## src/rtl/cfg_port_pkg.sv

```systemverilog
package cfg_port_pkg;
  localparam int DATA_W = 32;
  localparam int LANES  = DATA_W / 8;
  localparam int BUS_W  = 8;
  localparam int DEV_W  = 5;
  localparam int FN_W   = 3;
  localparam int REGN_W = 10;

  typedef enum logic [1:0] {
    SZ_BYTE = 2'd0,
    SZ_HALF = 2'd1,
    SZ_WORD = 2'd2,
    SZ_RSVD = 2'd3
  } acc_size_e;

  typedef enum logic [1:0] {
    ST_IDLE = 2'd0,
    ST_REQ  = 2'd1,
    ST_WAIT = 2'd2,
    ST_DONE = 2'd3
  } eng_state_e;

  typedef struct packed {
    logic              type1;
    logic [BUS_W-1:0]  bus;
    logic [DEV_W-1:0]  dev;
    logic [FN_W-1:0]   func;
    logic [REGN_W-1:0] regn;
  } cfg_target_t;

  // Expand per-lane enables into a bit mask over the data word.
  function automatic logic [DATA_W-1:0] lanes_to_mask(input logic [LANES-1:0] be);
    logic [DATA_W-1:0] m;
    for (int i = 0; i < LANES; i++) m[8*i +: 8] = {8{be[i]}};
    return m;
  endfunction
endpackage

```

## src/rtl/cfg_sel_reg.sv

```systemverilog
module cfg_sel_reg
  import cfg_port_pkg::*;
#(
  parameter logic [DATA_W-1:0] KEEP_MASK = 32'h8FFF_FFFC
) (
  input  logic              clk,
  input  logic              rst_n,
  input  logic              wr_en,
  input  logic [DATA_W-1:0] wr_data,
  output logic [DATA_W-1:0] sel_q
);
  // Only the implemented bits are stored; the rest read back as zero.
  always_ff @(posedge clk or negedge rst_n) begin
    if (!rst_n)      sel_q <= '0;
    else if (wr_en)  sel_q <= wr_data & KEEP_MASK;
  end

  p_write_lands_r2: assert property (@(posedge clk) disable iff (!rst_n)
    wr_en |=> (sel_q == ($past(wr_data) & KEEP_MASK)));
endmodule

```

## src/rtl/cfg_lane_decode.sv

```systemverilog
module cfg_lane_decode
  import cfg_port_pkg::*;
(
  input  logic             clk,
  input  logic             rst_n,
  input  logic [1:0]       size,
  input  logic [1:0]       offset,
  output logic             legal,
  output logic [LANES-1:0] be
);
  logic [2:0] nbytes;
  logic [2:0] first;

  always_comb begin
    unique case (acc_size_e'(size))
      SZ_BYTE: begin nbytes = 3'd1; legal = 1'b1;            end
      SZ_HALF: begin nbytes = 3'd2; legal = ~offset[0];      end
      SZ_WORD: begin nbytes = 3'd4; legal = (offset == 2'd0); end
      default: begin nbytes = 3'd0; legal = 1'b0;            end
    endcase
  end

  assign first = {1'b0, offset};

  for (genvar i = 0; i < LANES; i++) begin : g_lane
    assign be[i] = legal && (first <= 3'(i)) && (3'(i) < (first + nbytes));
  end

  p_byte_one_lane_r6: assert property (@(posedge clk) disable iff (!rst_n)
    (size == 2'd0) |-> ($countones(be) == 1));
  p_half_two_lanes_r6: assert property (@(posedge clk) disable iff (!rst_n)
    (size == 2'd1 && legal) |-> ($countones(be) == 2));
  p_illegal_no_lanes_r7: assert property (@(posedge clk) disable iff (!rst_n)
    !legal |-> (be == '0));
endmodule

```

## src/rtl/cfg_xact_engine.sv

```systemverilog
module cfg_xact_engine
  import cfg_port_pkg::*;
#(
  parameter int RSP_TIMEOUT = 16
) (
  input  logic              clk,
  input  logic              rst_n,
  input  logic              start,
  input  logic              start_write,
  input  cfg_target_t       start_tgt,
  input  logic [LANES-1:0]  start_be,
  input  logic [DATA_W-1:0] start_wdata,
  output logic              idle,
  output logic              done,
  output logic [DATA_W-1:0] result,
  output logic              cfg_req_valid,
  input  logic              cfg_req_ready,
  output logic              cfg_req_write,
  output logic              cfg_req_type1,
  output logic [BUS_W-1:0]  cfg_req_bus,
  output logic [DEV_W-1:0]  cfg_req_dev,
  output logic [FN_W-1:0]   cfg_req_func,
  output logic [REGN_W-1:0] cfg_req_reg,
  output logic [LANES-1:0]  cfg_req_be,
  output logic [DATA_W-1:0] cfg_req_wdata,
  input  logic              cfg_rsp_valid,
  input  logic [DATA_W-1:0] cfg_rsp_rdata
);
  localparam int TO_CYC = (RSP_TIMEOUT < 1) ? 1 : RSP_TIMEOUT;
  localparam int CNT_W  = $clog2(TO_CYC + 1);
  localparam logic [CNT_W-1:0] CNT_LAST = CNT_W'(TO_CYC - 1);

  eng_state_e        state;
  cfg_target_t       tgt_q;
  logic              write_q;
  logic [LANES-1:0]  be_q;
  logic [DATA_W-1:0] wdata_q;
  logic [DATA_W-1:0] result_q;
  logic [CNT_W-1:0]  wait_cnt;
  logic [DATA_W-1:0] mask_q;

  assign mask_q = lanes_to_mask(be_q);

  always_ff @(posedge clk or negedge rst_n) begin
    if (!rst_n) begin
      state    <= ST_IDLE;
      tgt_q    <= '0;
      write_q  <= 1'b0;
      be_q     <= '0;
      wdata_q  <= '0;
      result_q <= '0;
      wait_cnt <= '0;
    end else begin
      unique case (state)
        ST_IDLE: if (start) begin
          tgt_q   <= start_tgt;
          write_q <= start_write;
          be_q    <= start_be;
          wdata_q <= start_wdata & lanes_to_mask(start_be);
          state   <= ST_REQ;
        end
        ST_REQ: if (cfg_req_ready) begin
          wait_cnt <= '0;
          state    <= ST_WAIT;
        end
        ST_WAIT: begin
          if (cfg_rsp_valid) begin
            result_q <= write_q ? '0 : (cfg_rsp_rdata & mask_q);
            state    <= ST_DONE;
          end else if (wait_cnt == CNT_LAST) begin
            result_q <= write_q ? '0 : mask_q;
            state    <= ST_DONE;
          end else begin
            wait_cnt <= wait_cnt + 1'b1;
          end
        end
        default: state <= ST_IDLE;
      endcase
    end
  end

  assign idle          = (state == ST_IDLE);
  assign done          = (state == ST_DONE);
  assign result        = result_q;
  assign cfg_req_valid = (state == ST_REQ);
  assign cfg_req_write = write_q;
  assign cfg_req_type1 = tgt_q.type1;
  assign cfg_req_bus   = tgt_q.bus;
  assign cfg_req_dev   = tgt_q.dev;
  assign cfg_req_func  = tgt_q.func;
  assign cfg_req_reg   = tgt_q.regn;
  assign cfg_req_be    = be_q;
  assign cfg_req_wdata = wdata_q;

  p_req_held_r10: assert property (@(posedge clk) disable iff (!rst_n)
    (cfg_req_valid && !cfg_req_ready) |=>
      (cfg_req_valid && $stable(cfg_req_bus) && $stable(cfg_req_reg) &&
       $stable(cfg_req_be) && $stable(cfg_req_wdata) && $stable(cfg_req_write)));
  p_type_follows_bus_r5: assert property (@(posedge clk) disable iff (!rst_n)
    cfg_req_valid |-> (cfg_req_type1 == (cfg_req_bus != '0)));
  p_done_single_r10: assert property (@(posedge clk) disable iff (!rst_n)
    done |=> idle);
  p_req_has_lanes_r6: assert property (@(posedge clk) disable iff (!rst_n)
    cfg_req_valid |-> (cfg_req_be != '0));
endmodule

```

## src/rtl/cfg_access_port.sv

```systemverilog
module cfg_access_port
  import cfg_port_pkg::*;
#(
  parameter int RSP_TIMEOUT = 16
) (
  input  logic        clk,
  input  logic        rst_n,
  input  logic [7:0]  first_bus,
  input  logic        host_req_valid,
  output logic        host_req_ready,
  input  logic        host_req_write,
  input  logic        host_req_sel,
  input  logic [1:0]  host_req_offset,
  input  logic [1:0]  host_req_size,
  input  logic [31:0] host_req_wdata,
  output logic [31:0] host_rdata,
  output logic        cfg_req_valid,
  input  logic        cfg_req_ready,
  output logic        cfg_req_write,
  output logic        cfg_req_type1,
  output logic [7:0]  cfg_req_bus,
  output logic [4:0]  cfg_req_dev,
  output logic [2:0]  cfg_req_func,
  output logic [9:0]  cfg_req_reg,
  output logic [3:0]  cfg_req_be,
  output logic [31:0] cfg_req_wdata,
  input  logic        cfg_rsp_valid,
  input  logic [31:0] cfg_rsp_rdata
);
  logic [DATA_W-1:0] sel_q;
  logic              sel_wr;
  logic              win_legal;
  logic [LANES-1:0]  win_be;
  logic              eng_idle;
  logic              eng_done;
  logic [DATA_W-1:0] eng_result;
  logic              launch;
  logic              word_at_zero;
  logic              win_enabled;
  cfg_target_t       tgt;
  logic [BUS_W-1:0]  rel_bus;

  assign word_at_zero = (host_req_size == 2'd2) && (host_req_offset == 2'd0);
  assign win_enabled  = sel_q[31];

  // Selector is written only by an aligned word while nothing is in flight.
  assign sel_wr = host_req_valid && !host_req_sel && host_req_write &&
                  word_at_zero && eng_idle;

  cfg_sel_reg u_sel (
    .clk     (clk),
    .rst_n   (rst_n),
    .wr_en   (sel_wr),
    .wr_data (host_req_wdata),
    .sel_q   (sel_q)
  );

  cfg_lane_decode u_lanes (
    .clk    (clk),
    .rst_n  (rst_n),
    .size   (host_req_size),
    .offset (host_req_offset),
    .legal  (win_legal),
    .be     (win_be)
  );

  assign rel_bus    = sel_q[23:16] - first_bus;
  assign tgt.type1  = (rel_bus != '0);
  assign tgt.bus    = rel_bus;
  assign tgt.dev    = sel_q[15:11];
  assign tgt.func   = sel_q[10:8];
  assign tgt.regn   = {sel_q[27:24], sel_q[7:2]};

  assign launch = host_req_valid && host_req_sel && win_enabled && win_legal && eng_idle;

  cfg_xact_engine #(.RSP_TIMEOUT(RSP_TIMEOUT)) u_eng (
    .clk           (clk),
    .rst_n         (rst_n),
    .start         (launch),
    .start_write   (host_req_write),
    .start_tgt     (tgt),
    .start_be      (win_be),
    .start_wdata   (host_req_wdata),
    .idle          (eng_idle),
    .done          (eng_done),
    .result        (eng_result),
    .cfg_req_valid (cfg_req_valid),
    .cfg_req_ready (cfg_req_ready),
    .cfg_req_write (cfg_req_write),
    .cfg_req_type1 (cfg_req_type1),
    .cfg_req_bus   (cfg_req_bus),
    .cfg_req_dev   (cfg_req_dev),
    .cfg_req_func  (cfg_req_func),
    .cfg_req_reg   (cfg_req_reg),
    .cfg_req_be    (cfg_req_be),
    .cfg_req_wdata (cfg_req_wdata),
    .cfg_rsp_valid (cfg_rsp_valid),
    .cfg_rsp_rdata (cfg_rsp_rdata)
  );

  // Accesses that need no downstream traffic finish in their first cycle.
  always_comb begin
    host_req_ready = 1'b0;
    host_rdata     = '0;
    if (eng_done) begin
      host_req_ready = host_req_valid;
      host_rdata     = eng_result;
    end else if (eng_idle && host_req_valid && !launch) begin
      host_req_ready = 1'b1;
      if (host_req_write)        host_rdata = '0;
      else if (!host_req_sel && word_at_zero) host_rdata = sel_q;
      else                       host_rdata = '1;
    end
  end

  p_window_needs_enable_r1: assert property (@(posedge clk) disable iff (!rst_n)
    cfg_req_valid |-> sel_q[31]);
  p_ready_needs_valid_r10: assert property (@(posedge clk) disable iff (!rst_n)
    host_req_ready |-> host_req_valid);
  p_misaligned_read_ones_r7: assert property (@(posedge clk) disable iff (!rst_n)
    (host_req_valid && host_req_sel && !win_legal && !host_req_write && eng_idle)
      |-> (host_req_ready && host_rdata == 32'hFFFF_FFFF));
  p_closed_no_launch_r1: assert property (@(posedge clk) disable iff (!rst_n)
    (eng_idle && !sel_q[31]) |=> !cfg_req_valid);
endmodule

```

## config.mk

```make
export PLATFORM = sky130hd
export DESIGN_NAME = cfg_access_port
export DESIGN_NICKNAME = d
export VERILOG_FILES = /design/src/rtl/cfg_port_pkg.sv /design/src/rtl/cfg_sel_reg.sv /design/src/rtl/cfg_lane_decode.sv /design/src/rtl/cfg_xact_engine.sv /design/src/rtl/cfg_access_port.sv
export SDC_FILE = /design/constraint.sdc
export NUM_CORES = 1
export LEC_CHECK = 0
export BUFFER_PORTS_ARGS = -buffer_cell sky130_fd_sc_hd__buf_2
export CAP_MARGIN = 20
export CORE_MARGIN = 3
export CORE_UTILIZATION = 41
export DETAILED_ROUTE_END_ITERATION = 10
export GPL_ROUTABILITY_DRIVEN = 0
export PLACE_DENSITY = 0.66
export SYNTH_ARGS = -nofsm -noshare
export SYNTH_HDL_FRONTEND = slang
export SYNTH_SLANG_ARGS = --single-unit
```

## constraint.sdc

```tcl
create_clock -name clk -period 2.3 [get_ports clk]
set_input_delay 0.46 -clock clk [delete_from_list [all_inputs] [get_ports clk]]
set_output_delay 0.46 -clock clk [all_outputs]
set_load 0.02 [all_outputs]
```

* After elaboration in Yosys (flattened, before gate mapping)
Index checks and enable logic that the tools add are counted.
Widths: inputs -> output; s select.
** Storage, ports and cells
- Memories kept :: 0
- Memory bits (read-only) :: 0
- Latch bits :: 0
- Register bits after elaboration :: 130
- Output and inout bits :: 98
- Bits of input ports :: 83
- Logic and storage cells :: 90
- RAM bits :: 0
** Cells by class
- Order comparisons :: 8
- Div/mod/pow operators :: 0
- Equal/unequal tests :: 11
- Multiplexer cells :: 21
- Add/sub/neg operators :: 3
- Reduce and logical (&&, ||, !) cells :: 32
- Shift operators :: 0
- Bitwise logic cells :: 3
- Multiply operators :: 0
** Operator list (count)
- $mux 32 :: 8
- $and 32x32->32 :: 2
- $logic_and 1x1->1 :: 20
- $mux 5 :: 3
- $pmux 5 s2 :: 1
- $pmux 3 s3 :: 1
- $mux 2 :: 4
- $reduce_bool 8->1 :: 1
- $sub 8x8->8 :: 1
- $eq 2x2->1 const B :: 3
- $logic_not 2->1 :: 3
- $lt 1x3->1 const A :: 2
- $lt 2x3->1 const A :: 2
- $pmux 2 s3 :: 1
- $add 5x1->5 const B :: 1
- $eq 5x4->1 const B :: 1
- $eq 2x1->1 const B :: 2
- $le 2x1->1 const B :: 2
- $le 2x2->1 const B :: 2
- $ne 2x1->1 const B :: 2
- $ne 2x2->1 const B :: 2
- $reduce_and 2->1 :: 2
- $reduce_and 4->1 :: 1
- $reduce_bool 2->1 :: 2
- 7 further kinds :: 9

* Depth between registers and ports, before layout
- Word-level depth :: 8
- Depth in mapped cells :: 9
- Gate-level depth less buffers :: 9

* Hierarchy
Synthesis repeated with hierarchy kept, for this count alone.
** Unflattened totals
- Cells, all modules :: 651
- Area, all modules :: 6533.8 um2
** Modules (own cells, without submodules)
- cfg_xact_engine :: seq. area each 2577.5 um2, cells each 399, instances 1, area each 4359.2 um2
- cfg_sel_reg :: seq. area each 675.6 um2, cells each 63, instances 1, area each 1147.4 um2
- cfg_access_port :: seq. area each 0.0 um2, cells each 164, instances 1, area each 844.6 um2
- cfg_lane_decode :: seq. area each 0.0 um2, cells each 25, instances 1, area each 182.7 um2

* Worst setup path after synthesis
No wires, ideal clock.
- Path type :: input -> output
- Start :: input port host_req_offset[1]
- End :: output port host_rdata[2]
- Data required time :: 1.840 ns
- Arrival time :: 2.069 ns
- Stages :: 6
- Path buffers :: 2
- Path slack :: -0.229 ns
- Cell sequence :: buf_2 -> nor3_1 -> o211a_1 -> or4_4 -> buf_6 -> o21ai_0
** Between the ends
- Longest elaborated chain between the ends :: 8
- Elaborated cells between the ends (all ways) :: 12
- Classes of those cells :: 5 x mux; 7 x reduce/logical
** Ends and longest elaborated chain
- from (decl) :: line cfg_access_port.sv:13 : input logic [1:0] host_req_offset,
- $logic_not 2->1 * :: line cfg_lane_decode.sv:18, cfg_access_port.sv:43
- $pmux 1 s3 :: line cfg_lane_decode.sv:15 : unique case (acc_size_e'(size))
- $logic_and 1x1->1 (2 in series) :: line cfg_access_port.sv:74 : assign launch = host_req_valid && host_req_sel && win_enabled && win_legal && eng_idle;
- $logic_not 1->1 :: line cfg_access_port.sv:108 : end else if (eng_idle && host_req_valid && !launch) begin
- $logic_and 1x1->1 :: line cfg_access_port.sv:108
- $mux 32 * :: line cfg_access_port.sv:108
- $mux 32 * :: line cfg_access_port.sv:105 : if (eng_done) begin
- to (decl) :: line cfg_access_port.sv:16 : output logic [31:0] host_rdata,
Every way passes the cells marked *; elsewhere a longest branch is shown, timed or not.

* Final worst setup path
- Start :: register u_eng.state[0]
- End :: output port host_rdata[1]
** Between the ends
- Longest elaborated chain between the ends :: 6
- Elaborated cells between the ends (all ways) :: 8
- Classes of those cells :: 1 x eq/ne; 2 x mux; 5 x reduce/logical
** Ends and longest elaborated chain
- from (decl) :: line cfg_xact_engine.sv:33 : eng_state_e state;
- from (signal assigned) :: line cfg_xact_engine.sv:46 : state <= ST_IDLE;
- from (signal assigned) :: line cfg_xact_engine.sv:60 : state <= ST_REQ;
- from (signal assigned) :: line cfg_xact_engine.sv:64 : state <= ST_WAIT;
- $logic_not 2->1 :: line cfg_xact_engine.sv:82 : assign idle = (state == ST_IDLE);
- $logic_and 1x1->1 :: line cfg_access_port.sv:74
- $logic_not 1->1 :: line cfg_access_port.sv:108
- $logic_and 1x1->1 :: line cfg_access_port.sv:108
- $mux 32 :: line cfg_access_port.sv:108
- $mux 32 * :: line cfg_access_port.sv:105
Marks and branches as above.

==> flow_metrics.env <==
export IMPL_synth_xor_area_share_pct=0.699
export IMPL_wl_mm=18.1
export IMPL_start_util_pct=42.4
export IMPL_numCtsBuffers=17
export IMPL_tritoncts="yes"
export IMPL_synth_simple_area_share_pct=19.2
export IMPL_synth_top_family_by_area="simple AND/OR/NAND/NOR gates"
export IMPL_setup_ws_ns=-0.317
export IMPL_design_core_area_sq_um=14800
export IMPL_synth_edff_count=0
export IMPL_ant_nets=0
export IMPL_critical_path_class="reg2out"
export IMPL_max_slew_margin_pct=60.1
export IMPL_critPathArrivalTime_ns=2.16
export IMPL_slew_viol_final=0
export IMPL_path_clk_slew_ns=0.06
export IMPL_die_h_microns=130
export IMPL_h_tree_depth=4
export IMPL_drive_above_1_share_pct=39.3
export IMPL_synthAdderAreaFrac_pct=3.64
export IMPL_num_antenna_cells=0
export IMPL_slowest_stage="or4_4"
export IMPL_die_width_microns=130
export IMPL_status="finished, violations left"
export IMPL_synth_mux_area_share_pct=5.73
export IMPL_cp_top_family="simple AND/OR/NAND/NOR gates"
export IMPL_ys_seq_area_share_pct=51.9
export IMPL_worst_clock_skew_ns=0.00854
export IMPL_vias=5406
export IMPL_post_place_ws_ns=-0.221
export IMPL_nNetsFinal=932
export IMPL_grt_pass1_wl_mm=28.6
export IMPL_synth_cell_area_sq_um=6260
export IMPL_drtIter0Drc=347
export IMPL_p_per_area_nw_per_um2=840
export IMPL_met2_usage_pct=35.7
export IMPL_vdd_drop_max_uv=504
export IMPL_critPathBufInv=2
export IMPL_final_core_util_pct=59.4
export IMPL_finalSetupViolCount=32
export IMPL_use_met3_pct=4.74
export IMPL_grt_util_all_layers_pct=22.1
export IMPL_gr_total_overflow=0
export IMPL_root_buffer="clkbuf_16"
export IMPL_worst_slew_pin_slew_ns=0.599
export IMPL_cts_sinks=130
export IMPL_synth_cells=628
export IMPL_rsz0062_at_grt="yes"
export IMPL_yosysTopAreaCell="dfrtp_1"
export IMPL_antenna_found_initial=2
export IMPL_finalCritPeriodShare_pct=114
export IMPL_placed_area_sq_um=7780
export IMPL_period_needed_ns=2.62
export IMPL_dp_hpwl_mm=13.0
export IMPL_clk_latency_ns=0.42
export IMPL_hold_violations=0
export IMPL_ys_types=54
export IMPL_crit_top_cell="buf_6"
export IMPL_endpoint_kind="output pin"
export IMPL_fin_setup_tns_ns=-7.55
export IMPL_cp_max_fo=5
export IMPL_drc=0
export IMPL_drv_cap=0
export IMPL_grt_busiest_layer="met2"
export IMPL_synth_nets=728
export IMPL_cp_cell_sequence="ha_2, or4_4, buf_6, nor2b_4, a21o_1, buf_6"
export IMPL_yosys_area_top_type_share_pct=51.9
export IMPL_die_area_sq_um=16800
export IMPL_area_delta_synth_final_pct=39.9
export IMPL_synth_ff_type="dfrtp_1"
export IMPL_violations="negative setup slack"
export IMPL_vias_per_cell=5.26
export IMPL_fmaxAchievable_mhz=382
export IMPL_ys_top_cells_by_area="dfrtp_1, nand2_1, mux2_2"
export IMPL_grt_pass1_vias=5415
export IMPL_worst_hold_slack_ns=0.0220
export IMPL_io_buffers=180
export IMPL_synth_seq_cells=130
export IMPL_critPathLaunchType="flop"
export IMPL_synth_compound_area_share_pct=14.5
export IMPL_synthMostInstantiatedCell="nand2_1"
export IMPL_min_path_type="in2async"
export IMPL_dr_pass1_iters=5
export IMPL_synth_common_cells="nand2_1, dfrtp_1, nor2b_1, o31ai_1, nor2_1"
export IMPL_rows=44
export IMPL_wl_per_cell_microns=17.6
export IMPL_p_leak_nw=4.62
export IMPL_grt_max_degree=63
export IMPL_synthArstFlopShare_pct=100
export IMPL_slowest_delay_ns=0.56
export IMPL_met1_usage_pct=29.8
export IMPL_num_io_pins=181
export IMPL_cp_data_required_time_ns=1.84
export IMPL_syn_area_per_cell_sq_um=9.97
export IMPL_yosys_warnings=0
export IMPL_cts_buffer_depth=2
export IMPL_final_area_sq_um=8760
==> placed cells by master (no fill, tap or decap), types with 17 or more instances in the layout <==
| cell | instances |
|---|---|
| nand2_1 | 145 |
| buf_4 | 35 |
| dfrtp_1 | 130 |
| nor2_1 | 33 |
| buf_2 | 147 |
| buf_6 | 36 |
| o31ai_1 | 35 |
| a22o_1 | 25 |
| o21ai_4 | 26 |
| clkbuf_16 | 17 |
| mux2_2 | 31 |
| nor2b_1 | 35 |
==> final cells by class <==
| type | instances | area (sq um) |
|---|---|---|
| Inverter | 17 | 63.8 |
| Clock inverter | 13 | 161 |
| Multi-Input combinational cell | 442 | 3090 |
| Fill cell | 1271 | 6000 |
| Sequential cell | 130 | 3250 |
| Tap cell | 184 | 230 |
| Timing Repair Buffer | 224 | 1520 |
| Clock buffer | 18 | 439 |
==> where the power goes <==
group / switching, W / leakage, nW / internal [W]
sequential: 0.000150 / 1.80 / 0.00248
clock: 0.00101 / 0.272 / 0.00172
combinational: 0.00112 / 2.55 / 0.000873
total: 0.00228 / 4.62 / 0.00507
==> routing by layer <==
| layer | wire length [microns] | part of all wire, % |
|---|---|---|
| met1 | 8220 | 45 |
| met4 | 225 | 1.2 |
| met3 | 964 | 5.3 |
| met5 | 27 | 0.15 |
| met2 | 8670 | 48 |
==> logic make-up after synthesis <==
kind of cell,Yosys count
AO/OA/AOI/OAI,129
XOR/XNOR,5
adder cells (fa/ha/maj),17
buffers and inverters,57
flip-flops,130
multiplexers,32
AND/OR/NAND/NOR,258
==> what timing repair did <==
action                                 CTS  global route
hold buffers                             0             0
endpoints found under the hold margin    0             0
pin swaps                                2             9
setup endpoints to repair               32            33
gates resized for setup                 69            24
gates cloned                             2             0
buffers inserted                         8             3
==> path summary, 6_finish.rpt <==
check / cells past startpoint / endpoint / slack, ns / from
max in group asynchronous: 2 / u_eng.cfg_req_wdata[15]$_DFFE_PN0P_ / 1.64 / rst_n
max reg2reg: 9 / u_eng.cfg_req_type1$_DFFE_PN0P_ / 0.16 / u_sel.sel_q[16]$_DFFE_PN0P_
min reg2reg: 2 / u_eng.cfg_req_wdata[25]$_DFFE_PN0P_ / 0.46 / u_eng.cfg_req_wdata[25]$_DFFE_PN0P_
min: 1 / u_eng.cfg_req_dev[4]$_DFFE_PN0P_ / 0.02 / rst_n
min in group clk: 2 / u_eng.cfg_req_wdata[0]$_DFFE_PN0P_ / 0.27 / host_req_wdata[0]
max: 6 / host_rdata[1] / -0.32 / u_eng.state[0]$_DFFE_PN0P_
==> through the flow <==
stage	std cells	power [W]
after floorplan	628	0.00377
final	1028	0.00735
after detailed placement	987	0.00436
after global placement	987	0.00430
after CTS	1028	0.00733
after global routing	1028	0.00771
(Power assumes the default switching activity.)
